**src/rtl/uart_irq_pkg.sv**
```systemverilog
package uart_irq_pkg;

  // Source code carried in identification bits 3:1
  typedef enum logic [2:0] {
    SRC_MODEM = 3'b000,
    SRC_TXE   = 3'b001,
    SRC_RXD   = 3'b010,
    SRC_RXERR = 3'b011,
    SRC_TMO   = 3'b110
  } src_code_e;

  // Low nibble of the identification byte: {code, no-pending flag}
  typedef struct packed {
    src_code_e code;
    logic      idle;
  } ident_t;

  localparam ident_t IDENT_IDLE = '{code: SRC_MODEM, idle: 1'b1};

endpackage

```
**src/rtl/uart_irq_enable.sv**
```systemverilog
module uart_irq_enable #(
  parameter int DATA_W      = 8,
  parameter int NUM_SRC     = 4,
  parameter bit LOWPWR_BITS = 1'b0
) (
  input  logic              clk,
  input  logic              rst_n,
  input  logic              wr_en,
  input  logic [DATA_W-1:0] wdata,
  output logic [DATA_W-1:0] mask_q
);

  localparam int LP_HI = NUM_SRC + 1;

  for (genvar b = 0; b < DATA_W; b++) begin : g_bit
    if (b < NUM_SRC || (LOWPWR_BITS && b <= LP_HI)) begin : g_store
      always_ff @(posedge clk) begin
        if (!rst_n)     mask_q[b] <= 1'b0;
        else if (wr_en) mask_q[b] <= wdata[b];
      end
    end else begin : g_zero
      assign mask_q[b] = 1'b0;
    end
  end

endmodule

```
**src/rtl/uart_irq_txe.sv**
```systemverilog
module uart_irq_txe (
  input  logic clk,
  input  logic rst_n,
  input  logic empty_flag,
  input  logic enable,
  input  logic thr_write,
  input  logic ident_read_txe,
  output logic pend_q
);

  logic empty_d, enable_d;
  logic arm, drop;

  assign arm  = empty_flag & (~empty_d | (enable & ~enable_d));
  assign drop = thr_write | ident_read_txe;

  always_ff @(posedge clk) begin
    if (!rst_n) begin
      empty_d  <= 1'b0;
      enable_d <= 1'b0;
      pend_q   <= 1'b0;
    end else begin
      empty_d  <= empty_flag;
      enable_d <= enable;
      if (drop)     pend_q <= 1'b0;
      else if (arm) pend_q <= 1'b1;
    end
  end

endmodule

```
**src/rtl/uart_irq_arb.sv**
```systemverilog
module uart_irq_arb
  import uart_irq_pkg::*;
(
  input  logic   act_rxerr,
  input  logic   act_rxd,
  input  logic   act_tmo,
  input  logic   act_txe,
  input  logic   act_modem,
  output ident_t ident
);

  always_comb begin
    ident = IDENT_IDLE;
    if (act_rxerr)      ident = '{code: SRC_RXERR, idle: 1'b0};
    else if (act_rxd)   ident = '{code: SRC_RXD,   idle: 1'b0};
    else if (act_tmo)   ident = '{code: SRC_TMO,   idle: 1'b0};
    else if (act_txe)   ident = '{code: SRC_TXE,   idle: 1'b0};
    else if (act_modem) ident = '{code: SRC_MODEM, idle: 1'b0};
  end

endmodule

```
**src/rtl/uart_irq_ctrl.sv**
```systemverilog
module uart_irq_ctrl
  import uart_irq_pkg::*;
#(
  parameter int               ADDR_W      = 3,
  parameter int               DATA_W      = 8,
  parameter logic [ADDR_W-1:0] ADDR_THR   = 3'd0,
  parameter logic [ADDR_W-1:0] ADDR_IER   = 3'd1,
  parameter logic [ADDR_W-1:0] ADDR_IIR   = 3'd2,
  parameter bit               LOWPWR_BITS = 1'b0
) (
  input  logic              clk,
  input  logic              rst_n,
  input  logic              bus_wr,
  input  logic              bus_rd,
  input  logic [ADDR_W-1:0] bus_addr,
  input  logic [DATA_W-1:0] bus_wdata,
  output logic [DATA_W-1:0] bus_rdata,
  input  logic              rx_err,
  input  logic              rx_avail,
  input  logic              thr_empty,
  input  logic              modem_chg,
  input  logic              char_tmo,
  input  logic              fifo_on,
  input  logic              fifo_bad,
  output logic              irq
);

  localparam int NUM_SRC = 4;
  localparam int ID_W    = $bits(ident_t);
  localparam int PAD_W   = DATA_W - ID_W - 2;

  logic [DATA_W-1:0] ier_q;
  logic              txe_pend;
  logic              act_rxerr, act_rxd, act_tmo, act_txe, act_modem;
  ident_t            ident_w;
  logic [1:0]        fifo_bits;
  logic              read_txe;

  uart_irq_enable #(
    .DATA_W(DATA_W), .NUM_SRC(NUM_SRC), .LOWPWR_BITS(LOWPWR_BITS)
  ) u_ier (
    .clk(clk), .rst_n(rst_n),
    .wr_en(bus_wr && bus_addr == ADDR_IER),
    .wdata(bus_wdata), .mask_q(ier_q)
  );

  assign read_txe = bus_rd && bus_addr == ADDR_IIR
                    && !ident_w.idle && ident_w.code == SRC_TXE;

  uart_irq_txe u_txe (
    .clk(clk), .rst_n(rst_n),
    .empty_flag(thr_empty), .enable(ier_q[1]),
    .thr_write(bus_wr && bus_addr == ADDR_THR),
    .ident_read_txe(read_txe),
    .pend_q(txe_pend)
  );

  assign act_rxerr = ier_q[2] & rx_err;
  assign act_rxd   = ier_q[0] & rx_avail;
  assign act_tmo   = ier_q[0] & char_tmo;
  assign act_txe   = ier_q[1] & txe_pend;
  assign act_modem = ier_q[3] & modem_chg;

  uart_irq_arb u_arb (
    .act_rxerr(act_rxerr), .act_rxd(act_rxd), .act_tmo(act_tmo),
    .act_txe(act_txe), .act_modem(act_modem), .ident(ident_w)
  );

  assign irq = act_rxerr | act_rxd | act_tmo | act_txe | act_modem;

  assign fifo_bits = fifo_on ? {1'b1, ~fifo_bad} : 2'b00;

  always_comb begin
    bus_rdata = '0;
    if (bus_addr == ADDR_IER)      bus_rdata = ier_q;
    else if (bus_addr == ADDR_IIR) bus_rdata = {fifo_bits, {PAD_W{1'b0}}, ident_w};
  end

endmodule

```
**config.mk**
```make
export PLATFORM = sky130hd
export DESIGN_NAME = uart_irq_ctrl
export DESIGN_NICKNAME = d
export VERILOG_FILES = /design/src/rtl/uart_irq_pkg.sv /design/src/rtl/uart_irq_enable.sv /design/src/rtl/uart_irq_txe.sv /design/src/rtl/uart_irq_arb.sv /design/src/rtl/uart_irq_ctrl.sv
export SDC_FILE = /design/constraint.sdc
export NUM_CORES = 1
export LEC_CHECK = 0
export BUFFER_PORTS_ARGS = -buffer_cell sky130_fd_sc_hd__buf_2
export CORE_AREA = 4 4 41 43
export CTS_CLUSTER_DIAMETER = 120
export DETAILED_ROUTE_END_ITERATION = 16
export DIE_AREA = 0 0 45 47
export MAX_ROUTING_LAYER = met4
export PLACE_DENSITY_LB_ADDON = 0.15
export SLEW_MARGIN = 20
export SYNTH_ARGS = -nofsm -noshare
export SYNTH_HDL_FRONTEND = slang
export SYNTH_SLANG_ARGS = --single-unit
```
**constraint.sdc**
```tcl
create_clock -name clk -period 0.99 [get_ports clk]
set_clock_uncertainty 0.05 [all_clocks]
set_input_delay 0.099 -clock clk [delete_from_list [all_inputs] [get_ports clk]]
set_output_delay 0.099 -clock clk [all_outputs]
set_load 0.05 [all_outputs]
```
==> metrics.md, run 1 <==
| Metric | Value |
|---|---|
| Die width | `45 um` |
| WL/cell | `between 10 and 15 um` |
| Number of port buffers | `24` |
| HP Class | `in2reg` |
| Vias in the first global route | `about 590` |
| Compound-cell area share of the yosys netlist | `0.158` |
| Root buf cell | `clkbuf_4` |
| Reg2Reg Setup Slack | `-0.20 ns` |
| Maximum VDD drop | `0.000563 V` |
| CTS Buf Count | `3` |
| Max_cap viols | `0` |
| Vias | `520` |
| Detailed Route Iter0 Violations | `2` |
| Failing checks | `setup timing` |
| Commonest non-fill, non-tap cell in the layout | `buf_2` |
| Starting density of the core | `0.335` |
| Uppermost routed layer | `met4` |
| Residual DRC | `0` |
| F_max | `about 740 MHz` |
| I/O pins | `31` |
| Final Hold Viols | `0` |
| Flops & latches, synth | `7` |
| DR WL met2 | `707 um` |
| M1 WL | `~550 um` |
| Row Count | `13` |
| Total GRT Usage | `0.161` |
| Area Growth Syn to Fin | `105%` |
| Initial DRT Pass Iterations | `3` |
| TritonCTS Sinks | `7` |
| Post-synthesis xor/xnor area fraction | `0` |
| Clk buf depth | `2` |
| Core Util, Final | `0.686` |
| Layout cells sized above 1 | `0.681` |
| CP startpoint kind | `register` |
| Warnings, synthesis | `0` |
| Cells after DPL | `a little under 100` |
| Critical path required time | `~0.84 ns` |
| Tcrit/Tclk final | `1.37` |
| Syn Area/Cell | `between 8 and 9 um2` |
| Die H | `~47 um` |
| Synth Area in Simple Gates | `0.365` |
| Met3 routed WL | `112 um` |
| Setup violators final | `7` |
| Remaining global-route overflow | `0` |
| Die area | `0.00212 mm2` |
| First-pass GRT wire length | `2420 um` |
| Worst skew pair latency | `between 0.2 and 0.25 ns` |
| Largest net degree at the start of global routing | `8` |
| PwrDens | `around 860 mW/mm2` |
| Most frequent cells in the layout | `buf_2, buf_6, buf_4, nor2b_1, dfxtp_2` |
| Ant. Diodes | `0` |
| Final setup margin | `-0.362 ns` |
| Critical Path Sink Type | `output pin` |
| Post-detailed-route count of antenna-violating nets | `0` |
| H-tree depth | `1` |
| Antenna violations before repair | `0` |
| TritonCTS clock tree | `done` |
| Fin crit period | `between 1 and 1.5 ns` |
| Pre-CTS setup slack | `-0.377 ns` |
| Dpl hpwl | `approximately 1000 um` |
| Core area | `approximately 0.0013 mm2` |
| Filler instances | `~110` |
| Adder-cell area share of the yosys netlist | `0` |
| Max Slew Vio Count | `0` |
| Synthesized instance count | `just over 50` |
| Largest family of logic cells by synthesized area | `simple AND/OR/NAND/NOR gates` |
| Type of the worst setup path | `reg2out` |
| Finished Layout Cells | `106` |
| Post-Route WL | `about 1400 um` |
| RSZ-0062 raised after global routing | `yes` |
| Crit-path max FO | `3` |
| Count of cell types in the netlist | `26` |
| Tot Pwr | `0.000767 W` |
| Worst Path Arrival | `~1.2 ns` |
| Status | `finished with violations` |
| Area after DPL | `719 um2` |
| Mux contribution to synthesized area | `0.0920` |
| GPL Wtd Cong | `approximately 0.72` |
| DR vias/cell | `a little under 5` |
| Post-synthesis sequential area ratio | `0.322` |
| Final instance area | `approximately 890 um2` |
| Leakage power | `0.402 nW` |
| Nets | `114` |
| Clock slew at reported path FFs | `~0.050 ns` |
| Post-Syn Area | `~440 um2` |
==> final timing paths <==
kind                                 from                            to  depth (start not counted)
max          u_ier.mask_q[0]$_SDFFE_PN0P_                  bus_rdata[0]                          4
min                             thr_empty      u_txe.empty_d$_SDFF_PN0_                          2
max reg2reg  u_ier.mask_q[1]$_SDFFE_PN0P_     u_txe.pend_q$_SDFFE_PP0P_                          5
min reg2reg  u_ier.mask_q[2]$_SDFFE_PN0P_  u_ier.mask_q[2]$_SDFFE_PN0P_                          3
==> critical path, stage by stage (launching register included) <==
cell and delay [ns]:
dfxtp_2 0.34, o21a_4 0.17, nor2_4 0.06, a32o_2 0.24, buf_8 0.15
==> power by group <==
group | switching (W) | internal, W
logic | 0.000107 | 0.000110
clock network | 0.0000960 | 0.000153
registers | 0.00000702 | 0.000293
total | 0.000210 | 0.000556
==> kinds of logic after synthesis <==
kind of cell | Yosys count
multiplexers | 4
flip-flops | 7
buffers and inverters | 4
other | 1
AND/OR/NAND/NOR | 25
AO/OA/AOI/OAI | 10
==> Yosys cell counts <==
library cell	number	area, um2
dfxtp_1	7	140
nor2b_1	7	43.8
mux2i_1	4	40.0
nand2_1	4	15.0
a21oi_1	3	15.0
and2_1	3	18.8
and3b_1	2	17.5
buf_4	2	15.0
nor2_1	2	7.51
a22oi_1	1	7.51
a31oi_1	1	6.26
a32o_1	1	10.0
and2b_1	1	7.51
and3_1	1	6.26
and4bb_2	1	12.5
clkbuf_2	1	5.00
conb_1	1	3.75
inv_1	1	3.75
nand3_1	1	5.00
nand4_1	1	6.26
o21a_1	1	7.51
o21ai_0	1	5.00
o311ai_0	1	8.76
o32ai_1	1	8.76
or3b_1	1	8.76
or4b_1	1	10.0
==> metrics by stage <==
stage	TNS [ns]	hold slack, ns
detailed placement	-2.78	0.247
global route	-2.37	0.0341
CTS	-1.99	0.0224
finish	-1.91	0.0326
global placement	-2.69	0.244
floorplan	-0.645	0.149
==> flip-flops by register name, indices dropped and copies added (netlist names) <==
register        cells
u_ier.mask_q        4
u_txe.empty_d       1
u_txe.enable_d      1
u_txe.pend_q        1
==> final cells by class <==
cell class | count | area, um2 | area share
clock buffers | 4 | 26.3 | 0.0295
inverters | 1 | 3.75 | 0.00421
multi-input cells | 41 | 390 | 0.438
flip-flops and latches | 7 | 146 | 0.164
well taps | 15 | 18.8 | 0.0210
repair buffers | 38 | 307 | 0.344
==> routing by layer <==
metal  track usage  vias to the layer above
li1              -                      261
met1         0.176                      234
met2         0.271                       21
met3        0.0192                        4
met4         0.111                        0
met5             -                        -
==> what timing repair did <==
item / 4_1_cts / 5_1_grt
resized for setup: 29 / 5
pin swaps: 8 / 2
hold buffers: 1 / 0
setup buffers: 2 / 0
hold endpoints to repair: 1 / 0
endpoints found under the setup margin: 8 / 12
Note: power is estimated with default switching activity, not from simulation.
==> run 2: changes to the inputs <==
Settings changed: RECOVER_POWER set to 50.
==> run 2 against run 1 <==
The flow still finishes with violations (setup timing). Utilization is 0.38 points lower. Worst setup slack better by 0.00064 ns. Design area shrank 0.56%. Global-route usage did not move. Sequential share of layout area grew 0.093 points. Combinational power hardly changed. Flip-flop and latch count unchanged. Clock power hardly changed. Die area stayed put. Non-clock buffer count unchanged. Count of clock-buffer cells in the layout stayed put. Wire length grew 0.14%.
==> metrics.md, run 2 (same netlist as run 1, synthesis figures left out) <==
| Metric | Value |
|---|---|
| Status | `finished with violations` |
| Failing checks | `setup timing` |
| Detailed Route Iter0 Violations | `2 (unchanged)` |
| GPL Wtd Cong | `0.723 (unchanged)` |
| Commonest non-fill, non-tap cell in the layout | `buf_2` |
| Largest net degree at the start of global routing | `8 (unchanged)` |
| Max reg flops | `4 (unchanged)` |
| Vias in the first global route | `585 (unchanged)` |
| Area of the multi-input gates | `387 um2 (-0.96%)` |
| Root buf cell | `clkbuf_4` |
| Crit-path max FO | `3 (unchanged)` |
| Max_cap viols | `0 (unchanged)` |
| Cells after DPL | `99 (unchanged)` |
| PwrDens | `862 mW/mm2 (+0.32%)` |
| Critical Path Sink Type | `output pin` |
| Finished Layout Cells | `106 (unchanged)` |
| First-pass GRT wire length | `2420 um (unchanged)` |
| Final Hold Viols | `0 (unchanged)` |
| Biggest register | `u_ier.mask_q` |
| Vias | `522 (+0.38%)` |
| Storage element area | `146 um2 (unchanged)` |
| Row Count | `13 (unchanged)` |
| Critical-path cell list | `o21a_4 -> nor2_4 -> a32o_2 -> buf_8` |
| Residual DRC | `0 (unchanged)` |
| HP Class | `in2reg` |
| Filler instances | `108 (+0.93%)` |
| Area Growth Syn to Fin | `104%` |
| Setup violators final | `7 (unchanged)` |
| Die area | `0.00212 mm2 (unchanged)` |
| Die width | `45 um (unchanged)` |
| Dpl hpwl | `1030 um (unchanged)` |
| Crit-path slowest cell | `dfxtp_2` |
| TritonCTS clock tree | `done` |
| Final instance area | `887 um2 (-0.56%)` |
| Clk buf depth | `2 (unchanged)` |
| Initial DRT Pass Iterations | `4 (+1)` |
| DR WL met2 | `704 um (-0.42%)` |
| Core area | `0.00130 mm2 (unchanged)` |
| Met3 routed WL | `113 um (+0.89%)` |
| Worst skew pair latency | `0.24 ns (about the same)` |
| Critical path required time | `0.84 ns (about the same)` |
| RSZ-0062 raised after global routing | `yes` |
| Ant. Diodes | `0 (unchanged)` |
| Die H | `47 um (unchanged)` |
| Max Slew Vio Count | `0 (unchanged)` |
| H-tree depth | `1 (unchanged)` |
| Maximum VDD drop | `0.000563 V (about the same)` |
| Antenna violations before repair | `0 (unchanged)` |
| Total GRT Usage | `0.161 (unchanged)` |
| I/O pins | `31 (unchanged)` |
| TritonCTS Sinks | `7 (unchanged)` |
| WL/cell | `13.2 um (+0.14%)` |
| Tcrit/Tclk final | `1.36 (about the same)` |
| Area after DPL | `719 um2 (unchanged)` |
| Worst Path Arrival | `1.20 ns (about the same)` |
| CP startpoint kind | `register` |
| F_max | `740 MHz (about the same)` |
| Uppermost routed layer | `met4` |
| Starting density of the core | `0.335 (unchanged)` |
| CTS Buf Count | `3 (unchanged)` |
| Layout cells sized above 1 | `0.670 (-0.0110)` |
| Remaining global-route overflow | `0 (unchanged)` |
| DR vias/cell | `4.92 (+0.38%)` |
| Post-detailed-route count of antenna-violating nets | `0 (unchanged)` |
| Leakage power | `0.399 nW (-0.80%)` |
| Most frequent cells in the layout | `buf_2, buf_6, buf_4, nor2b_1, dfxtp_2` |
| Final setup margin | `-0.361 ns (+0.000645 ns)` |
| Type of the worst setup path | `reg2out` |
| Fin crit period | `1.35 ns (-0.000645 ns)` |
| Clock slew at reported path FFs | `0.05 ns (about the same)` |
| Nets | `114 (unchanged)` |
| Post-Route WL | `1390 um (+0.14%)` |
| CP max stage delay | `0.34 ns (about the same)` |
| M1 WL | `555 um (+0.73%)` |
| Number of port buffers | `24 (unchanged)` |
[run 2: cell types whose count changed in the layout (fill, tap and decap cells not counted), sizes merged]
cell    delta
buf        -1
clkbuf     +1
[run 2: layout make-up]
class | instances | share of cell area
Sequential cell | 7 | 0.165
Timing Repair Buffer | 38 | 0.344
Multi-Input combinational cell | 41 | 0.436
Inverter | 1 | 0.00423
Clock buffer | 4 | 0.0296
Tap cell | 15 | 0.0212
[run 2: path summary, 6_finish.rpt]
check,start,endpoint,slack [ns],depth (start not counted)
worst min register to register,u_ier.mask_q[2]$_SDFFE_PN0P_,u_ier.mask_q[2]$_SDFFE_PN0P_,0.58,3
worst min-delay path,thr_empty,u_txe.empty_d$_SDFF_PN0_,0.03,2
worst max-delay path,u_ier.mask_q[0]$_SDFFE_PN0P_,bus_rdata[0],-0.36,4
worst max register to register,u_ier.mask_q[1]$_SDFFE_PN0P_,u_txe.pend_q$_SDFFE_PP0P_,-0.20,5
[run 2: per-stage QoR]
stage | setup slack (ns) | hold WS [ns] | power (W) | utilization | TNS [ns]
finish | -0.361 | 0.0336 | 0.000765 | 0.682 | -1.91
global route | -0.417 | 0.0341 | 0.000815 | 0.682 | -2.41
CTS | -0.365 | 0.0224 | 0.000777 | 0.671 | -1.99
detailed placement | -0.377 | 0.247 | 0.000478 | 0.553 | -2.78
global placement | -0.373 | 0.244 | 0.000476 | 0.553 | -2.69
floorplan | -0.174 | 0.149 | 0.000401 | - | -0.645
[run 2: what timing repair did]
action / CTS / global route
setup endpoints to repair: 8 / 12
endpoints found under the hold margin: 1 / 0
buffers inserted: 2 / 0
hold buffers: 1 / 0
resized for setup: 29 / 5
gates cloned: 0 / 0
pin swaps: 8 / 2
[run 2: critical path, delay by kind of cell (launching register included)]
| family | cells | cell delay [ns] |
|---|---|---|
| buf+inv | 1 | 0.15 |
| flops | 1 | 0.34 |
| compound gates | 2 | 0.41 |
| simple gates | 1 | 0.06 |
[run 2: power by group]
| part | internal, W | total [W] | switching, W |
|---|---|---|---|
| registers | 0.000293 | 0.000300 | 0.00000703 |
| logic | 0.000108 | 0.000215 | 0.000107 |
| clock network | 0.000153 | 0.000249 | 0.0000960 |
| total | 0.000555 | 0.000765 | 0.000210 |
[run 2: layer usage]
| layer | track usage | vias up |
|---|---|---|
| met1 | 0.176 | 237 |
| met2 | 0.271 | 21 |
| li1 | - | 260 |
| met4 | 0.111 | 0 |
| met3 | 0.0192 | 4 |
| met5 | - | - |
